File: src/rtl/cyc_pkg.sv
package cyc_pkg;
  typedef enum logic {
    SEL_COUNT = 1'b0,
    SEL_CMPR  = 1'b1
  } reg_sel_e;
endpackage

File: src/rtl/cyc_counter.sv
module cyc_counter #(
  parameter int unsigned CNT_W = 63
) (
  input  logic             clk,
  input  logic             rst_n,
  input  logic             ld_en,
  input  logic [CNT_W-1:0] ld_cnt,
  input  logic             ld_guard,
  output logic [CNT_W-1:0] cnt_q,
  output logic             guard_q
);
  logic [CNT_W-1:0] cnt_d;
  logic             guard_d;

  always_comb begin
    cnt_d   = cnt_q + {{(CNT_W-1){1'b0}}, 1'b1};
    guard_d = guard_q;
    if (ld_en) begin
      cnt_d   = ld_cnt;
      guard_d = ld_guard;
    end
  end

  always_ff @(posedge clk or negedge rst_n) begin
    if (!rst_n) begin
      cnt_q   <= '0;
      guard_q <= 1'b1;
    end else begin
      cnt_q   <= cnt_d;
      guard_q <= guard_d;
    end
  end
endmodule

File: src/rtl/cyc_compare.sv
module cyc_compare #(
  parameter int unsigned CNT_W = 63
) (
  input  logic             clk,
  input  logic             rst_n,
  input  logic             ld_en,
  input  logic [CNT_W-1:0] ld_val,
  input  logic             ld_dis,
  input  logic [CNT_W-1:0] cnt,
  input  logic             irq_clr,
  output logic [CNT_W-1:0] cmp_q,
  output logic             dis_q,
  output logic             match_q,
  output logic             pend_q
);
  logic [CNT_W-1:0] cmp_d;
  logic             dis_d;
  logic             hit;
  logic             pend_d;

  always_comb begin
    hit    = !dis_q && (cnt == cmp_q);
    pend_d = hit | (pend_q & ~irq_clr);
    cmp_d  = cmp_q;
    dis_d  = dis_q;
    if (ld_en) begin
      cmp_d = ld_val;
      dis_d = ld_dis;
    end
  end

  always_ff @(posedge clk or negedge rst_n) begin
    if (!rst_n) begin
      cmp_q   <= '0;
      dis_q   <= 1'b1;
      match_q <= 1'b0;
      pend_q  <= 1'b0;
    end else begin
      cmp_q   <= cmp_d;
      dis_q   <= dis_d;
      match_q <= hit;
      pend_q  <= pend_d;
    end
  end
endmodule

File: src/rtl/cyc_access.sv
module cyc_access
  import cyc_pkg::*;
#(
  parameter int unsigned CNT_W = 63,
  localparam int unsigned DW   = CNT_W + 1
) (
  input  logic             clk,
  input  logic             rst_n,
  input  logic             acc_en,
  input  logic             acc_wr,
  input  logic             acc_sel,
  input  logic             acc_priv,
  input  logic [CNT_W-1:0] cnt,
  input  logic             guard,
  input  logic [CNT_W-1:0] cmp,
  input  logic             dis,
  output logic             cnt_ld,
  output logic             cmp_ld,
  output logic             rsp_valid,
  output logic [DW-1:0]    rsp_data,
  output logic             rsp_fact,
  output logic             rsp_fopc
);
  reg_sel_e         sel;
  logic             is_rd;
  logic             is_wr;
  logic             rd_deny;
  logic             wr_deny;
  logic [DW-1:0]    rd_word;
  logic [DW-1:0]    data_d;

  always_comb begin
    sel     = reg_sel_e'(acc_sel);
    is_rd   = acc_en && !acc_wr;
    is_wr   = acc_en && acc_wr;
    cnt_ld  = is_wr && acc_priv && (sel == SEL_COUNT);
    cmp_ld  = is_wr && acc_priv && (sel == SEL_CMPR);
    wr_deny = is_wr && !acc_priv;
    rd_deny = is_rd && !acc_priv && ((sel == SEL_CMPR) || guard);
    rd_word = (sel == SEL_COUNT) ? {guard, cnt} : {dis, cmp};
    data_d  = (is_rd && !rd_deny) ? rd_word : '0;
  end

  always_ff @(posedge clk or negedge rst_n) begin
    if (!rst_n) begin
      rsp_valid <= 1'b0;
      rsp_data  <= '0;
      rsp_fact  <= 1'b0;
      rsp_fopc  <= 1'b0;
    end else begin
      rsp_valid <= acc_en;
      rsp_data  <= data_d;
      rsp_fact  <= rd_deny;
      rsp_fopc  <= wr_deny;
    end
  end
endmodule

File: src/rtl/cyc_count_unit.sv
module cyc_count_unit #(
  parameter int unsigned CNT_W = 63,
  localparam int unsigned DW   = CNT_W + 1
) (
  input  logic          clk,
  input  logic          rst_n,
  input  logic          acc_en,
  input  logic          acc_wr,
  input  logic          acc_sel,
  input  logic          acc_priv,
  input  logic [DW-1:0] acc_wdata,
  output logic          rsp_valid,
  output logic [DW-1:0] rsp_data,
  output logic          rsp_fault_act,
  output logic          rsp_fault_opc,
  input  logic          irq_clr,
  output logic          match_pulse,
  output logic          irq_pend
);
  logic [CNT_W-1:0] cnt_q;
  logic             guard_q;
  logic [CNT_W-1:0] cmp_q;
  logic             dis_q;
  logic             cnt_ld;
  logic             cmp_ld;

  cyc_access #(.CNT_W(CNT_W)) u_acc (
    .clk(clk), .rst_n(rst_n),
    .acc_en(acc_en), .acc_wr(acc_wr), .acc_sel(acc_sel), .acc_priv(acc_priv),
    .cnt(cnt_q), .guard(guard_q), .cmp(cmp_q), .dis(dis_q),
    .cnt_ld(cnt_ld), .cmp_ld(cmp_ld),
    .rsp_valid(rsp_valid), .rsp_data(rsp_data),
    .rsp_fact(rsp_fault_act), .rsp_fopc(rsp_fault_opc)
  );

  cyc_counter #(.CNT_W(CNT_W)) u_cnt (
    .clk(clk), .rst_n(rst_n),
    .ld_en(cnt_ld), .ld_cnt(acc_wdata[CNT_W-1:0]), .ld_guard(acc_wdata[CNT_W]),
    .cnt_q(cnt_q), .guard_q(guard_q)
  );

  cyc_compare #(.CNT_W(CNT_W)) u_cmp (
    .clk(clk), .rst_n(rst_n),
    .ld_en(cmp_ld), .ld_val(acc_wdata[CNT_W-1:0]), .ld_dis(acc_wdata[CNT_W]),
    .cnt(cnt_q), .irq_clr(irq_clr),
    .cmp_q(cmp_q), .dis_q(dis_q), .match_q(match_pulse), .pend_q(irq_pend)
  );
endmodule

File: config.mk
export PLATFORM = sky130hd
export DESIGN_NAME = cyc_count_unit
export DESIGN_NICKNAME = d
export VERILOG_FILES = /design/src/rtl/cyc_pkg.sv /design/src/rtl/cyc_counter.sv /design/src/rtl/cyc_compare.sv /design/src/rtl/cyc_access.sv /design/src/rtl/cyc_count_unit.sv
export SDC_FILE = /design/constraint.sdc
export NUM_CORES = 1
export LEC_CHECK = 0
export BUFFER_PORTS_ARGS = -buffer_cell sky130_fd_sc_hd__buf_4
export CAP_MARGIN = 25
export CORE_UTILIZATION = 62
export DETAILED_ROUTE_END_ITERATION = 6
export PLACE_DENSITY = 0.9
export SKIP_LAST_GASP = 1
export SLEW_MARGIN = 5
export SYNTH_ARGS = -nofsm -noshare
export SYNTH_HDL_FRONTEND = slang
export SYNTH_SLANG_ARGS = --single-unit
File: constraint.sdc
create_clock -name clk -period 4.12 [get_ports clk]
set_clock_uncertainty 0.15 [all_clocks]
set_input_delay 0.412 -clock clk [delete_from_list [all_inputs] [get_ports clk]]
set_output_delay 0.412 -clock clk [all_outputs]
set_load 0.02 [all_outputs]
==> Word-level counts from Yosys, hierarchy flattened <==
Index checks and enable logic that the tools add are counted.
{ "totals": {"regBits": 197, "wordCells": 34, "in_bits": 71, "out_inout_bits": 69} }
{ "classes": {"mux": 3, "n_eq_ne": 1, "add_sub_neg": 1, "reduce_logical": 15, "bitwise_logic": 4} }
{ "ops": {"columns": ["operator", "count"], "rows": [
  ["$mux 64", 2],
  ["$add 63x1->63 const B", 1],
  ["$eq 63x63->1", 1],
  ["$mux 63", 1],
  ["$logic_and 1x1->1", 10],
  ["$logic_not 1->1", 4],
  ["$not 1->1", 2],
  ["$and 1x1->1", 1],
  ["$logic_or 1x1->1", 1],
  ["$or 1x1->1", 1]
]} }

==> Depth between registers and ports, before layout <==
Gate-level depths: netlist (run 1).
{ "logic_depth": {"depth_word": 7, "depth_mapped": 10, "ltp_nobuf": 6} }

==> Hierarchy <==
From an unflattened synthesis (run 1), not the netlist that was laid out.
{ "hier_totals": {"hier_cells": 906, "hier_area_um2": 10085.9} }
{ "by_module_without_submodules": {"columns": ["mod", "area_per_inst_um2", "instances", "cells_each"], "rows": [
  ["cyc_counter", 3737.3, 1, 433],
  ["cyc_compare", 3185.6, 1, 247],
  ["cyc_access", 3163.0, 1, 226]
]} }

==> Worst setup path before layout (run 1) <==
Ideal clock, no wire load.
{ "synth_timing": {"path_type": "reg-to-reg", "start": "reg u_cnt.cnt_q[44]", "end": "reg u_cnt.cnt_q[62]", "setup_slack_ns": 1.766, "arrival_ns": 2.122, "setup_ns": 0.082, "stages_incl_launch_ff": 9, "synth_period_minus_slack_ns": 2.354, "path_cell_list": "dfrtp_1 > clkbuf_2 > nand4_2 > or3_1 > buf_2 > or3_1 > buf_2 > or4_1 > a31oi_1"} }
{ "synth_between": {"elab_chain_cells": 2} }
{ "synth_lines": {"columns": ["item", "line", "source"], "rows": [
  ["from (decl)", "cyc_counter.sv:9", "output logic [CNT_W-1:0] cnt_q,"],
  ["from (signal assigned)", "cyc_counter.sv:29", "cnt_q <= cnt_d;"],
  ["$add 63x1->63", "cyc_counter.sv:16", "cnt_d = cnt_q + {{(CNT_W-1){1'b0}}, 1'b1};"],
  ["$mux 63", "cyc_counter.sv:18", "if (ld_en) begin"],
  ["via u_cnt.cnt_d[62]", "cyc_counter.sv:12", "logic [CNT_W-1:0] cnt_d;"]
]} }
The timed path passes the listed nets, and every way through them passes these cells.
A chain may end at the register's enable or synchronous reset.

==> Worst setup path after layout (run 1) <==
{ "layout_timing": {"start": "reg u_cnt.cnt_q[20]", "end": "reg u_cnt.cnt_q[50]"} }
The elaborated chain is that of the path after synthesis.

==> impl_metrics.json, run 1 <==
{
  "grt_pass1_wl_mm": 40.1,
  "fmax_mhz": 331,
  "cts_buffer_depth": 2,
  "clkPwrFrac_pct": 29.5,
  "cp.arrival_ns": 3.23,
  "dp_hpwl_mm": 17.1,
  "antenna_found_initial": 0,
  "cts_buffers": 17,
  "ir_worst_vdd_mv": 0.318,
  "post_cts_resized": 0,
  "slew_viol_final": 0,
  "ant_nets": 0,
  "path_class": "reg2reg",
  "combinationalPowerShare_pct": 22.7,
  "maxCapViolCount": 0,
  "dp.cells": 1184,
  "port_buffers": 139,
  "coreArea_sq_um": 15100,
  "antenna_cells": 0,
  "area_growth_pct": 18.8,
  "cts.sink_count": 197,
  "gp_congestion": 0.976,
  "syn_nets": 976,
  "r2r_start": "u_cnt.cnt_q[20]",
  "grt_util_met1_pct": 43.5,
  "tns_ns": 0,
  "wl_mm": 25.2,
  "drtPass1Iterations": 5,
  "initial_utilization_pct": 63.2,
  "fp.dieW_um": 126,
  "async_flop_share_pct": 100,
  "num_rows": 45,
  "setup_viol_count_final": 0,
  "power_density_nw_per_um2": 504,
  "ioPinCount": 140,
  "p_sw_share_pct": 33.4,
  "synth-edff-count": 0,
  "synth_top_family_by_area": "simple AND/OR/NAND/NOR gates",
  "hold_depth": 2,
  "power_w": 0.00573,
  "synth_cell_types": 46,
  "synthMuxAreaShare_pct": 14.7,
  "overflow": 0,
  "via_count": 7769,
  "clk_pin_slew_ns": 0.07,
  "layout_common_cells": "195 x dfrtp_1, 150 x buf_4, 97 x nor2_1",
  "cp-end-kind": "flip-flop",
  "slew_headroom_pct": 37.9,
  "yosys_warnings": 0,
  "period_minus_slack_ns": 3.02,
  "yosysSeqAreaShare_pct": 51.5,
  "synth_top_flop_cell": "dfrtp_1",
  "final-hold-violation-count": 0,
  "final_common_cell": "dfrtp_1",
  "p_leak_nw": 5.12,
  "insertion_delay_ns": 0.44,
  "start_kind": "flip-flop",
  "grt_busiest_layer": "met2",
  "drc": 0,
  "drive_gt1_share_pct": 24.9,
  "synth_top_area_cell": "dfrtp_1",
  "final_cell_count_no_fill": 1218,
  "hold_path_class": "in2reg",
  "synth_xor_area_share_pct": 7.87,
  "grt_util_met2_pct": 52.4,
  "syn_area_sq_um": 9570,
  "first_iter_violations": 897,
  "fin_crit_sh_pct": 73.3,
  "p_int_w": 0.00382,
  "clock-root-buffer": "clkbuf_16",
  "grt_use_met3_pct": 7.77,
  "synth-simple-area-share_pct": 16.6,
  "synth-compound-area-share_pct": 5.91,
  "final_nets": 1089,
  "track_usage_pct": 33.1,
  "routed_via_density": 6.38,
  "grt_max_degree": 109,
  "synth_area_leaders": "dfrtp_1 51%, mux2_2 7.6%, mux2i_1 7.0%",
  "cp.required_ns": 4.33,
  "die_h_um": 126,
  "htree_levels": 4,
  "cts_tree": "built",
  "postSynthAreaPerCell_sq_um": 10.6,
  "worst-path-max-fanout": 19,
  "worst_pin_slew_ns": 0.932,
  "p_seq_share_pct": 47.8,
  "status": "finished, final reports clean",
  "avgRoutedWirePerCell_um": 20.7,
  "yosys.area_share.adder_pct": 0.131,
  "grt_pass1_vias": 7614,
  "critPathLaunch": "u_cnt.cnt_q[20]",
  "syn_inst": 904,
  "worst_r2r_path_depth": 6,
  "hold_start": "irq_clr",
  "synth_top_cell_area_share_pct": 51.0,
  "rsz0062_at_grt": "false",
  "power.switching_w": 0.00191,
  "die_area_sq_um": 15900,
  "synth-seq-cells": 197
}
-- metrics by stage --
step                      hold slack [ns]  setup slack, ns  instance area [sq um]  utilization, %
after floorplan                   -0.0336             1.77                   9570               -
after global placement              0.306             1.32                  10700            70.9
after detailed placement            0.317             1.24                  10700            70.9
after CTS                          0.0115             1.18                  11400            75.0
after global routing              0.00562            0.879                  11400            75.0
final                              0.0159             1.10                  11400            75.0
-- sequential cells by signal, summed over array words and instances, names as in the netlist --
name and flops:
u_acc.rsp_fopc 1, u_acc.rsp_data 64, u_cmp.match_q 1, u_cnt.guard_q 1, u_acc.rsp_fact 1, u_cmp.pend_q 1, u_cmp.cmp_q 63, u_acc.rsp_valid 1
u_cnt.cnt_q 63, u_cmp.dis_q 1
-- path summary, 6_finish.rpt --
kind / to / slack, ns
setup / recovery: u_cnt.cnt_q[50] / 1.10
hold / removal: u_cmp.pend_q / 0.02
setup reg to reg: u_cnt.cnt_q[50] / 1.10
hold reg to reg: u_cnt.guard_q / 0.33
max in group asynchronous: u_cmp.cmp_q[35] / 2.36
min in group asynchronous: u_cmp.cmp_q[56] / 0.51
-- timing repair --
item | 4_1_cts | 5_1_grt
endpoints found under the setup margin | 0 | 0
setup buffers | 0 | 0
endpoints found under the hold margin | 105 | 0
hold buffers | 2 | 0
-- synthesized netlist by cell type, types with 3 or more instances --
| master | instances |
|---|---|
| nor3b_1 | 3 |
| a31oi_1 | 16 |
| buf_2 | 9 |
| mux2i_1 | 67 |
| nor2_1 | 97 |
| nor2b_1 | 3 |
| o21ai_0 | 40 |
| o22ai_1 | 4 |
| and4_1 | 6 |
| and3_1 | 12 |
| mux2_2 | 65 |
| a21oi_1 | 8 |
| nor4_1 | 15 |
| nand2b_1 | 8 |
| xor2_1 | 49 |
| buf_1 | 7 |
| nand4_1 | 37 |
| clkbuf_1 | 43 |
| or3_1 | 8 |
| a22o_1 | 3 |
| inv_1 | 20 |
| nand2_1 | 71 |
| nand3_1 | 22 |
| or4_1 | 14 |
| nor3_1 | 6 |
| dfrtp_1 | 195 |
| xnor2_1 | 37 |
| o31ai_1 | 10 |
| and2_1 | 6 |
-- power by group through the flow --
stage / sequential [W] / combinational [W] / clock (W)
global route: 0.00278 / 0.00139 / 0.00179
detailed placement: 0.00275 / 0.00126 / 0
finish: 0.00274 / 0.00130 / 0.00169
global placement: 0.00271 / 0.00122 / 0
floorplan: 0.00262 / 0.000866 / 0
CTS: 0.00272 / 0.00128 / 0.00170
-- per-layer routing --
metal	routed length, um	vias to the layer above
met5	0	-
met4	1140	0
met3	2220	94
met2	11900	447
met1	9890	3833
li1	-	3395
-- logic make-up after synthesis --
family,after synthesis
AND/OR/NAND/NOR,315
flip-flops,197
multiplexers,132
AO/OA/AOI/OAI,93
XOR/XNOR,86
buffers and inverters,80
adder cells (fa/ha/maj),1
-- cell type report --
cell class                 instances  area, sq um
inverter                          20         75.1
sequential                       197         4930
clock buffer                      20          457
tap                              188          235
timing repair buffer             154         1180
multi-input combinational        627         4340
fill                             956         3780
clock inverter                    12          146
-- worst max-delay path, cell delays in order (launching register included) --
cell and delay [ns]:
dfrtp_1 0.49, nand3_1 0.21, nor4_1 0.36, buf_4 0.25, nand4_1 0.58, or4_1 0.66, a31oi_1 0.22
Power figures use the tool's default switching activity.
==> run 2, diff against run 1 <==
CORE_UTILIZATION = 57   (was 62)
PLACE_DENSITY = 0.84   (was 0.9)
clock period = 3 ns   (was 4.12 ns; I/O delays follow)
==> run 2 against run 1 <==
Against the previous run: routed wire length up 3.2%; non-clock buffer count rose by 70; global-route usage fell by 1.8 points; count of clock-buffer cells in the layout unchanged; critical path depth unchanged; setup slack lost 0.74 ns; critical endpoint is now u_cnt.cnt_q[57]; largest power group unchanged.
==> impl_metrics.json, run 2 (synthesis results as in run 1) <==
{
  "status": "finished, final reports clean",
  "p_seq_share_pct": 47.0,
  "worstSetupPathDepth": 6,
  "ant_nets": 0,
  "slew_viol_final": 0,
  "power_density_nw_per_um2": 656,
  "clk_pin_slew_ns": 0.08,
  "final-hold-violation-count": 0,
  "critPathBufInv": 1,
  "setup_viol_count_final": 0,
  "hold_depth": 3,
  "overflow": 0,
  "via_count": 7769,
  "first_iter_violations": 677,
  "cp.arrival_ns": 2.85,
  "dp_slack_ns": 0.499,
  "drtPass1Iterations": 5,
  "antenna_cells": 0,
  "maxCapViolCount": 0,
  "coreArea_sq_um": 16500,
  "die_h_um": 132,
  "cts_tree": "built",
  "antenna_found_initial": 0,
  "layout_common_cells": "195 x dfrtp_1, 153 x buf_4, 97 x nor2_1",
  "routed_via_density": 5.89,
  "grt_pass1_wl_mm": 41.7,
  "period_minus_slack_ns": 2.64,
  "cp.required_ns": 3.21,
  "grt_busiest_layer": "met2",
  "path_cells": "nand3_1 -> nor4_1 -> buf_4 -> nand3_1 -> or4_1 -> a31oi_1",
  "slew_headroom_pct": 37.1,
  "num_rows": 47,
  "worst_r2r_path_depth": 6,
  "critical_path.slowest_cell": "nor4_1",
  "fmax_mhz": 379,
  "power.switching_w": 0.00268,
  "setup_slack_ns": 0.359,
  "grt_use_met3_pct": 5.67,
  "combinationalPowerShare_pct": 23.6,
  "path_class": "reg2reg",
  "drive_gt1_share_pct": 23.7,
  "clkPwrFrac_pct": 29.4,
  "cpPeakStageDelay_ns": 0.62,
  "start_kind": "flip-flop",
  "cts_buffers": 17,
  "htree_levels": 4,
  "p_int_w": 0.00526,
  "grt_max_degree": 79,
  "worst-path-max-fanout": 11,
  "top_register": "u_acc.rsp_data",
  "die_area_sq_um": 17300,
  "port_buffers": 139,
  "grt_util_met1_pct": 43.2,
  "ioPinCount": 140,
  "initial_utilization_pct": 58.1,
  "drc": 0,
  "insertion_delay_ns": 0.45,
  "worst_pin_slew_ns": 0.943,
  "grt_util_met2_pct": 49.4,
  "wl_mm": 26.0,
  "critPathTopFamily": "simple AND/OR/NAND/NOR gates",
  "final_nets": 1159,
  "hold_path_class": "in2reg",
  "grt_pass1_vias": 7663,
  "largest_register_ffs": 64,
  "cts.sink_count": 197,
  "fp.dieW_um": 132,
  "largestRegisters": "u_acc.rsp_data x64, u_cmp.cmp_q x63, u_cnt.cnt_q x63",
  "fin_crit_sh_pct": 88.0,
  "tns_ns": 0,
  "area_growth_pct": 26.5,
  "cts_buffer_depth": 2,
  "gp_congestion": 0.911,
  "dp_hpwl_mm": 17.1,
  "avgRoutedWirePerCell_um": 19.7,
  "final_common_cell": "dfrtp_1",
  "cts_hold_buf": 68,
  "fin_hold_ws_ns": 0.0178,
  "post_cts_resized": 0,
  "post-cts-setup-buffers": 0,
  "p_sw_share_pct": 33.7,
  "track_usage_pct": 31.3,
  "clock-root-buffer": "clkbuf_16",
  "rsz0062_at_grt": "false",
  "crit_top_cell": "nand3_1",
  "p_leak_nw": 5.43,
  "cp-end-kind": "flip-flop",
  "ir_worst_vdd_mv": 0.460
}
-- run 2: changes by cell type in the layout (fill, tap and decap cells not counted), sizes merged --
cell	before	now
buf	151	155
bufinv	2	1
clkinv	4	2
clkinvlp	3	1
dlygate4sd3	2	68
inv	23	28
-- run 2: through the flow --
stage	util (%)	cell area, sq um	instances	power [W]
4_1_cts	73.5	12100	1320	0.00790
2_1_floorplan	-	9570	904	0.00479
3_5_place_dp	65.7	10800	1220	0.00551
6_report	73.5	12100	1320	0.00794
3_3_place_gp	65.7	10800	1220	0.00545
5_1_grt	73.5	12100	1320	0.00828
-- run 2: cell type report --
type	count	area, sq um
flip-flops and latches	197	4930
well taps	220	275
inverters	20	75.1
clock buffers	20	467
fillers	1096	4360
clock inverters	12	133
repair buffers	224	1880
multi-input cells	627	4340
-- run 2: tightest hold or removal path: stages --
cell and delay [ns]:
buf_4 0.13, nand2_1 0.09, nor2_1 0.05
-- run 2: metal layers --
layer  wire length, um  vias to the layer above
met3              2040                       54
met2             12400                      367
met1             10800                     3810
met5                 0                        -
met4               723                        0
li1                  -                     3538
-- run 2: final timing paths --
check,start,endpoint,slack (ns)
hold reg to reg,u_cnt.guard_q,u_cnt.guard_q,0.33
setup / recovery,u_cnt.cnt_q[20],u_cnt.cnt_q[57],0.36
hold / removal,acc_wr,u_acc.rsp_fopc,0.02
min in group asynchronous,rst_n,u_acc.rsp_valid,0.26
max in group asynchronous,rst_n,u_cmp.dis_q,1.57
setup reg to reg,u_cnt.cnt_q[20],u_cnt.cnt_q[57],0.36
-- run 2: power by group through the flow --
stage          Combinational, W  Sequential [W]  Clock, W
6_report                0.00187         0.00373   0.00233
3_5_place_dp            0.00175         0.00375         0
2_1_floorplan           0.00119         0.00360         0
5_1_grt                 0.00201         0.00381   0.00246
3_3_place_gp            0.00173         0.00372         0
4_1_cts                 0.00184         0.00371   0.00235
